<file path="config.mk">
export PLATFORM = sky130hd
export DESIGN_NAME = tok_pipe2
export DESIGN_NICKNAME = d
export VERILOG_FILES = /design/src/rtl/tok_pipe_pkg.sv /design/src/rtl/tok_pipe_ctrl.sv /design/src/rtl/tok_pipe_store.sv /design/src/rtl/tok_pipe2.sv
export SDC_FILE = /design/constraint.sdc
export NUM_CORES = 1
export LEC_CHECK = 0
export ABC_CLOCK_PERIOD_IN_PS = 4450
export BUFFER_PORTS_ARGS = -buffer_cell sky130_fd_sc_hd__buf_2
export CORE_MARGIN = 2
export CORE_UTILIZATION = 30
export CTS_CLUSTER_DIAMETER = 60
export DETAILED_ROUTE_END_ITERATION = 10
export PLACE_DENSITY = 0.53
export SYNTH_ARGS = -nofsm -noshare
export SYNTH_HDL_FRONTEND = slang
export SYNTH_SLANG_ARGS = --single-unit
</file>
<file path="constraint.sdc">
create_clock -name clk -period 4.45 [get_ports clk]
set_clock_uncertainty 0.1 [all_clocks]
set_input_delay 0.2225 -clock clk [delete_from_list [all_inputs] [get_ports clk]]
set_output_delay 0.2225 -clock clk [all_outputs]
set_load 0.02 [all_outputs]
</file>
<file path="src/rtl/tok_pipe_pkg.sv">
package tok_pipe_pkg;

    localparam int unsigned DEF_DATA_W = 32;
    localparam int unsigned DEF_DEPTH  = 2;

    // Per-cycle storage action, decoded from the accepted strobes.
    typedef enum logic [1:0] {
        OP_IDLE = 2'b00,
        OP_PUSH = 2'b01,
        OP_POP  = 2'b10,
        OP_SWAP = 2'b11
    } op_e;

    function automatic op_e op_of(input logic push, input logic pop);
        return op_e'({pop, push});
    endfunction

endpackage

</file>
<file path="src/rtl/tok_pipe_ctrl.sv">
module tok_pipe_ctrl
    import tok_pipe_pkg::*;
#(
    parameter int unsigned DEPTH = DEF_DEPTH,
    localparam int unsigned PW   = (DEPTH > 1) ? $clog2(DEPTH) : 1,
    localparam int unsigned CW   = $clog2(DEPTH + 1)
) (
    input  logic          clk,
    input  logic          rst,
    input  logic          wr_req,
    input  logic          rd_req,
    output logic          wr_fire,
    output logic [PW-1:0] wr_ptr,
    output logic [PW-1:0] rd_ptr,
    output logic          full,
    output logic          avail
);

    logic [CW-1:0] count;
    logic          rd_fire;
    op_e           op;

    function automatic logic [PW-1:0] bump(input logic [PW-1:0] p);
        return (p == PW'(DEPTH - 1)) ? '0 : p + 1'b1;
    endfunction

    assign full    = (count == CW'(DEPTH));
    assign avail   = (count != '0);
    assign wr_fire = wr_req && !full;
    assign rd_fire = rd_req && avail;
    assign op      = op_of(wr_fire, rd_fire);

    always_ff @(posedge clk) begin
        if (rst) begin
            count  <= '0;
            wr_ptr <= '0;
            rd_ptr <= '0;
        end else begin
            case (op)
                OP_PUSH: begin
                    count  <= count + 1'b1;
                    wr_ptr <= bump(wr_ptr);
                end
                OP_POP: begin
                    count  <= count - 1'b1;
                    rd_ptr <= bump(rd_ptr);
                end
                OP_SWAP: begin
                    wr_ptr <= bump(wr_ptr);
                    rd_ptr <= bump(rd_ptr);
                end
                default: ;
            endcase
        end
    end

endmodule

</file>
<file path="src/rtl/tok_pipe_store.sv">
module tok_pipe_store #(
    parameter int unsigned DEPTH = 2,
    parameter int unsigned TOK_W = 34,
    localparam int unsigned PW   = (DEPTH > 1) ? $clog2(DEPTH) : 1
) (
    input  logic             clk,
    input  logic             rst,
    input  logic             we,
    input  logic [PW-1:0]    wptr,
    input  logic [TOK_W-1:0] wtok,
    input  logic [PW-1:0]    rptr,
    output logic [TOK_W-1:0] rtok
);

    logic [TOK_W-1:0] slots [DEPTH];

    for (genvar g = 0; g < DEPTH; g++) begin : g_slot
        always_ff @(posedge clk) begin
            if (rst)
                slots[g] <= '0;
            else if (we && wptr == PW'(g))
                slots[g] <= wtok;
        end
    end

    assign rtok = slots[rptr];

endmodule

</file>
<file path="src/rtl/tok_pipe2.sv">
module tok_pipe2
    import tok_pipe_pkg::*;
#(
    parameter int unsigned DATA_W = DEF_DATA_W,
    parameter int unsigned DEPTH  = DEF_DEPTH
) (
    input  logic              clk,
    input  logic              rst,
    input  logic              wr_en,
    input  logic [DATA_W-1:0] wr_data,
    input  logic              wr_last,
    input  logic              wr_exc,
    output logic              full,
    input  logic              rd_en,
    output logic [DATA_W-1:0] rd_data,
    output logic              rd_last,
    output logic              rd_exc,
    output logic              avail
);

    localparam int unsigned PW    = (DEPTH > 1) ? $clog2(DEPTH) : 1;
    localparam int unsigned TOK_W = DATA_W + 2;

    typedef struct packed {
        logic [DATA_W-1:0] data;
        logic              last;
        logic              exc;
    } tok_t;

    tok_t          in_tok, out_tok;
    logic          wr_fire;
    logic [PW-1:0] wr_ptr, rd_ptr;

    assign in_tok = '{data: wr_data, last: wr_last, exc: wr_exc};

    tok_pipe_ctrl #(.DEPTH(DEPTH)) u_ctrl (
        .clk    (clk),
        .rst    (rst),
        .wr_req (wr_en),
        .rd_req (rd_en),
        .wr_fire(wr_fire),
        .wr_ptr (wr_ptr),
        .rd_ptr (rd_ptr),
        .full   (full),
        .avail  (avail)
    );

    tok_pipe_store #(.DEPTH(DEPTH), .TOK_W(TOK_W)) u_store (
        .clk (clk),
        .rst (rst),
        .we  (wr_fire),
        .wptr(wr_ptr),
        .wtok(in_tok),
        .rptr(rd_ptr),
        .rtok(out_tok)
    );

    assign rd_data = out_tok.data;
    assign rd_last = out_tok.last;
    assign rd_exc  = out_tok.exc;

endmodule

</file>
## Word-level counts from Yosys, hierarchy flattened

Memory sizes are Yosys's and may differ from the RTL's. A register that Yosys moved wholly into a read port is not among the register bits.
Index checks and enable logic that the tools add are counted.

| word-level totals | value |
|---|---|
| flip-flop bits (word level) | 4 |
| memory bits (writable) | 68 |
| input port bits | 38 |
| output and inout port bits | 36 |
| word-level logic and storage cells | 39 |
| memories kept | 1 |

| operators by class | value |
|---|---|
| $add $sub $neg | 4 |
| equal/unequal tests | 4 |
| mux-type cells | 15 |
| bitwise logic cells | 3 |
| reductions and logical operators | 9 |

Memories:

| name | depth | width | read ports | clocked after Yosys merged registers in | write ports | RTL line | source |
|---|---|---|---|---|---|---|---|
| u_store.slots | 2 | 34 | 1 | 1 | 2 | tok_pipe_store.sv:15 | `logic [TOK_W-1:0] slots [DEPTH];` |

Operators with widths:

| cell | count |
|---|---|
| $mux 34 | 2 |
| $mux 1 | 12 |
| $eq 2x2->1 const B | 3 |
| $logic_and 1x1->1 | 4 |
| $pmux 2 s2 | 1 |
| $reduce_bool 2->1 | 2 |
| $reduce_or 2->1 | 2 |
| $add 1x1->1 const B | 2 |
| $add 2x1->2 const B | 1 |
| $eq 2x1->1 const B | 1 |
| $or 1x1->1 | 2 |
| $sub 2x1->2 const B | 1 |
| $logic_not 1->1 | 1 |
| $not 1->1 | 1 |

## Longest topological paths before layout

Gate-level depths: netlist of run 1.

| logic depth | value |
|---|---|
| depth in word-level cells | 8 |
| gate-level depth with buffers | 8 |

## Hierarchy

Synthesis of run 1 repeated with hierarchy kept, for this count alone.

| unflattened totals | value |
|---|---|
| cells, all modules | 246 |
| area total of the unflattened synthesis | 3375.7 um^2 |

Modules (own cells, without submodules):

| module | instances | cells an instance | area each (um^2) |
|---|---|---|---|
| tok_pipe_store | 1 | 222 | 3168.0 |
| tok_pipe_ctrl | 1 | 24 | 207.7 |

## Least setup slack after synthesis of run 1

OpenSTA, ideal clock, no wires.

| timing path | value |
|---|---|
| kind | reg-to-reg |
| start point | register u_ctrl.count[0] |
| end point | memory u_store.slots[0][0] (enable) |
| data arrival time | 1.848 ns |
| slack | 2.106 ns |
| cell stages (with the launch flop) | 6 |
| buffers on the path | 1 |
| clock period less this slack | 2.344 ns |
| path through | dfxtp_1 or2b_1 inv_2 or3_1 buf_4 nand2b_1 |

RTL lines:

| item | RTL line | source |
|---|---|---|
| start: declaration | tok_pipe_ctrl.sv:19 | `logic [CW-1:0] count;` |
| start signal: assignment | tok_pipe_ctrl.sv:41 | `count <= count + 1'b1;` |
| start signal: assignment | tok_pipe_ctrl.sv:45 | `count <= count - 1'b1;` |
| end: declaration | tok_pipe_store.sv:15 |  |

==> metrics, run 1 <==
Tcrit/Tclk final=59.7%; Slew Limit Fails=0; vias per cell=4.34; clock-pin slew on the worst setup and hold paths=0.08 ns; first-pass GRT wire length=10400 µm; Initial Utilization=31.1%; cell area after layout=a little under 0.004 mm²; P&R area growth vs syn=22.4%; Max-cap violations=0; Post-CTS Resized=0; commonest cells after routing, fill and taps aside=74 x nor2_1, 73 x buf_2, 68 x edfxtp_1; Syn Nets=290; gr usage total=12.1%; Post-CTS Setup Inserts=0; Post-CTS Hold Buffers=0; r2r setup slk=1.79 ns; Syn Area/Cell=13.0 µm²; residual DRC count=0; Clock Latency Late Sink=0.34 ns; Switching Fraction=30.8%; power per cell area=576 mW/mm²; total length of routed met3 wires=~380 µm; class of the worst hold path=in -> reg; share of layout cells above drive strength 1=40.0%; Post-synth EDFFs=68; Setup crit end kind=flip-flop; diode count=0; met1 WL=2950 µm; Slew @ Worst Pin=0.933 ns; share of the synthesized area in the top cell type=a little over three fifths; initial antenna violation count=0; Num CTS Buffers=9; fin nets=360; Max clock buf depth=2; htree depth=3; DR top layer=met4; drt wl/cell=about 15 µm; cells after synthesis=250; Slew headroom=37.8%; asr flop ratio synth=0%; synthesized flop and latch total=73; Clock Root Buffer=clkbuf_8; kind of critical path=reg -> reg; met2 WL=3290 µm; crit-path cells=or2b_1, nand3_2, nand2b_2; CTS tree=yes; number of setup violations in the final report=0; Main synth FF type=edfxtp_1; Comb pwr share=28.4%; Die H=108 µm; DP Wirelength=between 4000 and 5000 µm; Clock power frac=29.2%; P_leak=0.00163 µW; vias in the first global route=around 2100; number of port buffers=73; most common cell after layout, fill and taps aside=nor2_1; synth top area cells=edfxtp_1 63%, mux2_2 12%, nor2_1 8.6%; Mapped Area=0.00324 mm²; TNS Setup=0 ns; Unique masters post-synth=22; WP data arrival=about 2.5 ns; maximum VDD drop=312 µV; largest net degree at the start of global routing=43; via count=2001; synth warn=0; initial DRC count=84; GRT Residual Overflow=0; Psw=702 µW; Synth area leader=edfxtp_1; crit start category=flip-flop; internal power=roughly 1600 µW; crit path max fanout=35; area of the die=0.0116 mm²; unrepaired setup endpoints after global routing=false; outcome=finished, final reports clean; Routed WL=6690 µm; slowest stage delay, CP=1.00 ns; die width=108 µm; Flop pwr share=42.4%; Routed Antenna Nets=0; Tmin final=~2.7 ns; I/O pin total=74; total clock sinks=73; gpl congestion=just under 0.7; Detailed Routing Iterations Pass 1=4; Worst EP required=roughly 4.3 ns; Max Clk Rate=0.376 GHz; Cell Rows=37; Fin. Hold Viols=0; Worst path slowest cell=nand2b_2; post-synthesis sequential area ratio=66.2%; core box area=0.0104 mm²; placed cell area=0.00371 mm²
[cell type report]
cell class	count	area, µm²
flip-flops and latches	73	2140
repair buffers	74	373
fillers	1049	6450
inverters	3	11.3
clock inverters	6	130
multi-input cells	159	1010
well taps	136	170
clock buffers	10	128
[power groups by stage]
stage	registers [µW]	logic, µW	clock network [µW]
global placement	983	660	0
floorplan	922	519	0
detailed placement	988	661	0
finish	968	648	667
global route	989	704	713
CTS	973	664	681
[worst max-delay path, delay by kind of cell, from the launching register on]
kind | cells | cell delay (ns)
flops | 1 | 0.38
simple gates | 3 | 1.80
[state kept, by name (all words and copies together) (netlist names), named ones only]
name	count
u_ctrl.rd_ptr	1
u_store.slots	68
u_ctrl.wr_ptr	1
u_ctrl.count	2
[cell usage after synthesis, types with 2 or more instances]
cell type	instances
edfxtp_1	68
mux2_2	34
buf_6	3
xor2_1	2
a21oi_1	2
ha_1	2
nor2_1	74
nand2b_1	37
buf_2	3
inv_1	2
dfxtp_1	5
clkbuf_1	8
[per-stage QoR]
step	total power [µW]	std cells	utilization [%]	hold slack (ns)	setup WS, ns
after floorplan	1440	250	-	0.355	2.11
after global placement	1640	445	35.6	0.387	1.77
final	2280	461	38.1	0.0999	1.79
after detailed placement	1650	445	35.6	0.389	1.75
after CTS	2320	461	38.1	0.0944	1.72
after global routing	2410	461	38.1	0.0980	1.58
[worst paths after layout]
path                                startpoint                                  to  cells after the start
setup / recovery  u_ctrl.count[0]$_SDFFE_PP0P_   u_store.slots[1][8]$_SDFFCE_PN0P_                      3
hold / removal                     wr_data[20]  u_store.slots[1][22]$_SDFFCE_PN0P_                      3
setup reg to reg  u_ctrl.count[0]$_SDFFE_PP0P_   u_store.slots[1][8]$_SDFFCE_PN0P_                      3
hold reg to reg     u_ctrl.rd_ptr$_SDFFE_PP0P_                           flip-flop                      2
[kinds of logic after synthesis]
logic type,synth area share (%)
AOI/OAI and AO/OA,0.734
xor gates and xnor gates,0.812
adders and majority gates,0.773
buffers and inverters,3.01
DFF,66.2
muxes,11.8
and+or+nand+nor,16.7
[routing by layer]
metal	vias to the layer above	global-route usage, %
met1	954	14.5
met4	0	4.95
met3	8	4.30
li1	993	-
met2	46	19.7
met5	-	0
No activity file was read; power rests on OpenSTA's default activity.
==> run 2: changes to the inputs <==
--- a/config.mk
+++ b/config.mk
@@ -5,13 +5,13 @@
 export SDC_FILE = /design/constraint.sdc
 export NUM_CORES = 1
 export LEC_CHECK = 0
-export ABC_CLOCK_PERIOD_IN_PS = 4450
+export ABC_CLOCK_PERIOD_IN_PS = 2200
 export BUFFER_PORTS_ARGS = -buffer_cell sky130_fd_sc_hd__buf_2
 export CORE_MARGIN = 2
 export CORE_UTILIZATION = 30
 export CTS_CLUSTER_DIAMETER = 60
 export DETAILED_ROUTE_END_ITERATION = 10
-export PLACE_DENSITY = 0.53
+export PLACE_DENSITY = 0.55
 export SYNTH_ARGS = -nofsm -noshare
 export SYNTH_HDL_FRONTEND = slang
 export SYNTH_SLANG_ARGS = --single-unit
==> constraint.sdc (replaced) <==
create_clock -name clk -period 2.2 [get_ports clk]
set_clock_uncertainty 0.1 [all_clocks]
set_input_delay 0.11 -clock clk [delete_from_list [all_inputs] [get_ports clk]]
set_output_delay 0.11 -clock clk [all_outputs]
set_load 0.02 [all_outputs]
==> run 2 against run 1 <==
Against the previous run: clock power rose by 83%; count of clock-buffer cells in the layout did not move; sequential share of layout area fell by 3.3 points; global-route usage fell by 0.36 points; critical path type is now reg -> out; critical endpoint is now rd_data[19]; highest routed layer unchanged.
==> metrics, run 2 (synthesis results as in run 1) <==
Max-cap violations=0; total clock sinks=73; CTS tree=yes; Slew Limit Fails=0; P&R area growth vs syn=30.4%; maximum VDD drop=around 470 µV; via count=2112; Design Power=4590 µW; Max Clk Rate=0.532 GHz; Clock Root Buffer=clkbuf_8; most common cell after layout, fill and taps aside=nor2_1; Num CTS Buffers=9; Clock power frac=26.6%; max reg flops=68; Fin. Hold Viols=0; WP data arrival=1.67 ns; kind of critical path=reg -> out; fin nets=389; number of setup violations in the final report=0; Detailed Routing Iterations Pass 1=4; GRT Residual Overflow=0; Cell Rows=37; DP Wirelength=4350 µm; Tmin final=1.88 ns; first-pass GRT wire length=10300 µm; gpl congestion=approximately 0.68; Slew headroom=72.8%; slowest stage delay, CP=0.55 ns; gr usage total=11.7%; outcome=finished, final reports clean; Setup crit end kind=output port; Initial Utilization=31.1%; class of the worst hold path=in -> reg; crit path max fanout=13; diode count=0; vias in the first global route=2161; core box area=0.0104 mm²; P_leak=0.00174 µW; Slew @ Worst Pin=between 0.4 and 0.5 ns; Post-CTS Resized=0; TNS Setup=0 ns; clock-pin slew on the worst setup and hold paths=~0.08 ns; initial DRC count=61; Tcrit/Tclk final=85.4%; Routed Antenna Nets=0; biggest regs=u_store.slots (68), u_ctrl.count (2); largest register by flop count=u_store.slots; htree depth=3; largest net degree at the start of global routing=36; residual DRC count=0; Psw=roughly 1400 µW; Die H=about 110 µm; Clock Latency Late Sink=0.33 ns; Routed WL=6720 µm; Worst path slowest cell=dfxtp_2; area of the die=0.0116 mm²; Switching Fraction=31.2%; unrepaired setup endpoints after global routing=false; drt wl/cell=13.7 µm; Comb pwr share=32.1%; initial antenna violation count=0; Max clock buf depth=2; Flop pwr share=41.2%; crit start category=flip-flop; I/O pin total=74; number of port buffers=73; internal power=between 3000 and 4000 µW; Worst EP required=between 1.5 and 2 ns; commonest cells after routing, fill and taps aside=74 x nor2_1, 73 x buf_2, 68 x edfxtp_1; power per cell area=approximately 1100 mW/mm²; vias per cell=4.31; die width=108 µm; share of layout cells above drive strength 1=39.0%; crit-path cells=buf_4, mux2_2, buf_2
==> run 2: cell count changes in the layout (fill, tap and decap cells not counted), moves of 2 or more <==
cell and change:
buf_4 +8, clkinv_1 +2, clkinv_2 -2, dlygate4sd3_1 +20
==> run 2: per-stage QoR <==
step / util, % / hold slack, ns / instances / setup slack [ns] / area [µm²]
final: 40.5 / 0.0100 / 490 / 0.321 / 4220
after global routing: 40.5 / 0.0315 / 490 / 0.251 / 4220
after CTS: 40.5 / 0.000102 / 490 / 0.288 / 4220
after detailed placement: 36.4 / 0.341 / 454 / 0.373 / 3790
after global placement: 36.4 / 0.335 / 454 / 0.411 / 3790
after floorplan: - / 0.242 / 250 / 0.157 / 3240
==> run 2: final cells by class <==
class                      count  area (µm²)
clock buffer                  10         128
sequential                    73        2140
multi-input combinational    159        1010
inverter                       3        11.3
clock inverter                 6         106
tap                          136         170
fill                        1054        6190
timing repair buffer         103         653
==> run 2: power groups by stage <==
stage                     clock, µW  combinational (µW)  sequential (µW)
after CTS                      1250                1510             1900
after floorplan                   0                1050             1860
final                          1220                1480             1890
after global placement            0                1470             1920
after detailed placement          0                1470             1930
after global routing           1300                1590             1920
==> run 2: what timing repair did <==
item                      in CTS  in global routing
setup buffers                  0                  0
hold endpoints to repair      29                  0
hold buffers                  20                  0
==> run 2: worst paths after layout <==
check	from	end	slack, ns	cells after the start
worst max register to register	u_ctrl.count[0]$_SDFFE_PP0P_	u_store.slots[0][4]$_SDFFCE_PN0P_	0.37	5
worst max-delay path	flip-flop	rd_data[19]	0.32	3
worst min-delay path	wr_data[22]	u_store.slots[1][24]$_SDFFCE_PN0P_	0.01	3
worst min register to register	u_ctrl.rd_ptr$_SDFFE_PP0P_	u_ctrl.rd_ptr$_SDFFE_PP0P_	0.41	2
==> run 2: worst max-delay path, delay by kind of cell, from the launching register on <==
kind,cells,cell delay [ns]
DFF,1,0.55
buffers and inverters,2,0.41
muxes,1,0.36
==> run 2: per-layer routing <==
layer | share of wire [%] | vias to the layer above | GRT usage (%) | routed length [µm]
li1 | - | 1047 | - | -
met1 | 49 | 1005 | 15.7 | 3260
met2 | 44 | 51 | 17.9 | 2960
met3 | 6.0 | 9 | 2.91 | 401
met4 | 1.5 | 0 | 5.22 | 99
met5 | 0 | - | 0 | 0
==> run 3: changes to the inputs <==
--- a/config.mk
+++ b/config.mk
@@ -6,12 +6,13 @@
 export NUM_CORES = 1
 export LEC_CHECK = 0
 export ABC_CLOCK_PERIOD_IN_PS = 2200
-export BUFFER_PORTS_ARGS = -buffer_cell sky130_fd_sc_hd__buf_2
+export CAP_MARGIN = 20
 export CORE_MARGIN = 2
 export CORE_UTILIZATION = 30
 export CTS_CLUSTER_DIAMETER = 60
 export DETAILED_ROUTE_END_ITERATION = 10
-export PLACE_DENSITY = 0.55
+export DONT_BUFFER_PORTS = 1
+export PLACE_DENSITY = 0.49
 export SYNTH_ARGS = -nofsm -noshare
 export SYNTH_HDL_FRONTEND = slang
 export SYNTH_SLANG_ARGS = --single-unit
==> run 3 against run 2 <==
Against the previous run: register-to-register slack better by 0.03 ns; non-clock buffer count is 59 lower; global-route usage grew 0.67 points; utilization down 2.2 points; flip-flop and latch count stayed put; first-iteration DRC count down 8.2%; final area shrank 5.5%; via count decreased by 9.4%; critical path type is now reg -> reg; count of clock-buffer cells in the layout unchanged.
==> metrics, run 3 (synthesis results as in run 1) <==
slowest stage delay, CP=0.39 ns; Worst Path Buf+Inv=2; number of setup violations in the final report=0; htree depth=3; most common cell after layout, fill and taps aside=nor2_1; number of port buffers=0; Max Clk Rate=0.557 GHz; Max-cap violations=0; WP data arrival=between 1.5 and 2 ns; worst reg-to-reg path cell count=5; final worst setup slack=0.404 ns; crit start category=flip-flop; clock-pin slew on the worst setup and hold paths=0.07 ns; via count=roughly 1900; r2r setup slk=about 0.40 ns; gpl congestion=0.671; Tmin final=1.80 ns; power per cell area=1070 mW/mm²; Slew Limit Fails=0; Top delay family on crit path=simple AND/OR/NAND/NOR gates; Fin. Hold Viols=0; FF-to-FF Start=u_ctrl.count[0]$_SDFFE_PP0P_; first-pass GRT wire length=10600 µm; Max clock buf depth=2; crit-path cells=or2b_1, inv_2, or3_1, nand2b_2, buf_4; initial antenna violation count=0; Worst EP required=2.12 ns; gr usage total=12.4%; share of layout cells above drive strength 1=21.4%; RR Endpoint=u_store.slots[0][10]$_SDFFCE_PN0P_; die width=~110 µm; core box area=around 0.010 mm²; Cell Rows=37; max reg flops=68; worst hold path depth=3; P&R area growth vs syn=23.2%; Routed WL=6710 µm; I/O pin total=74; dpl ws=0.393 ns; GRT Residual Overflow=0; Initial Utilization=a little under a third; initial DRC count=56; Post-CTS Setup Inserts=0; largest net degree at the start of global routing=40; TNS Setup=0 ns; Tcrit/Tclk final=81.6%; Hold WS=0.148 ns; Finished Core Util=38.3%; drt wl/cell=15.6 µm; CTS tree=yes; Detailed Routing Iterations Pass 1=4; total clock sinks=73; DP Wirelength=3890 µm; fin nets=330; area of the die=between 0.01 and 0.015 mm²; crit path max fanout=20; Setup crit end kind=flip-flop; diode count=0; HP Start=rd_en; Worst path slowest cell=dfxtp_1; unrepaired setup endpoints after global routing=false; Slew @ Worst Pin=around 0.42 ns; residual DRC count=0; commonest cells after routing, fill and taps aside=74 x nor2_1, 68 x edfxtp_1, 36 x dlygate4sd3_1; Die H=108 µm; vias per cell=about 4.4; Hold EP=u_ctrl.count[1]$_SDFFE_PP0P_; outcome=finished, final reports clean; Design Power=4250 µW; Clock Root Buffer=clkbuf_8; Routed Antenna Nets=0; Num CTS Buffers=9; Slew headroom=72.0%; class of the worst hold path=in -> reg; P_leak=about 0.0015 µW; biggest regs=u_store.slots (68), u_ctrl.count (2); kind of critical path=reg -> reg; vias in the first global route=2091; maximum VDD drop=between 400 and 500 µV; largest register by flop count=u_store.slots; Clock Latency Late Sink=0.34 ns
run 3: cell types whose count changed in the layout (fill, tap and decap cells not counted), sizes merged:
cell and delta:
buf -75, bufinv -1, clkinv +1, dlygate4sd3 +16
run 3: what timing repair did:
action                    CTS  global route
resized for setup           0             0
hold buffers               37             0
hold endpoints to repair   73             0
run 3: metrics by stage:
step,instance area (µm²),cells
global route,3990,431
CTS,3990,431
global placement,3400,378
finish,3990,431
floorplan,3240,250
detailed placement,3400,378
run 3: worst max path at each step:
stage,end,cells past startpoint,slack [ns],from
floorplan,u_store.slots[1][0]$_SDFFCE_PN0P_,3,0.16,u_ctrl.count[0]$_SDFFE_PP0P_
global placement,u_store.slots[0][27]$_SDFFCE_PN0P_,5,0.43,u_ctrl.count[0]$_SDFFE_PP0P_
detailed placement,u_store.slots[0][26]$_SDFFCE_PN0P_,5,0.39,u_ctrl.count[1]$_SDFFE_PP0P_
CTS,u_store.slots[0][16]$_SDFFCE_PN0P_,5,0.37,u_ctrl.count[1]$_SDFFE_PP0P_
global route,u_store.slots[0][20]$_SDFFCE_PN0P_,5,0.27,u_ctrl.count[1]$_SDFFE_PP0P_
finish,u_store.slots[0][10]$_SDFFCE_PN0P_,5,0.40,u_ctrl.count[0]$_SDFFE_PP0P_
run 3: area by class of cell:
cell class / instances / area [µm²]
fillers: 1034 / 6430
flip-flops and latches: 73 / 2140
multi-input cells: 159 / 1010
repair buffers: 44 / 445
well taps: 136 / 170
clock buffers: 10 / 128
clock inverters: 6 / 82.6
inverters: 3 / 11.3
run 3: metal layers:
metal  vias up  part of all wire (%)  routed length [µm]  GRT usage [%]
met5         -                     0                   0              0
met4         0                   1.6                 109           4.95
met3        10                   5.5                 372           4.48
met2        50                    51                3410           21.1
met1       923                    42                2810           14.1
li1        930                     -                   -              -
run 3: power by group:
group	internal, µW	switching (µW)
Combinational	453	830
Clock	633	480
Sequential	1790	66.2
Total	2870	1380
run 3: worst reg2reg max path, cell delays in order, from the launching register on:
cell and delay [ns]:
dfxtp_1 0.39, or2b_1 0.17, inv_2 0.09, or3_1 0.35, nand2b_2 0.09, buf_4 0.28
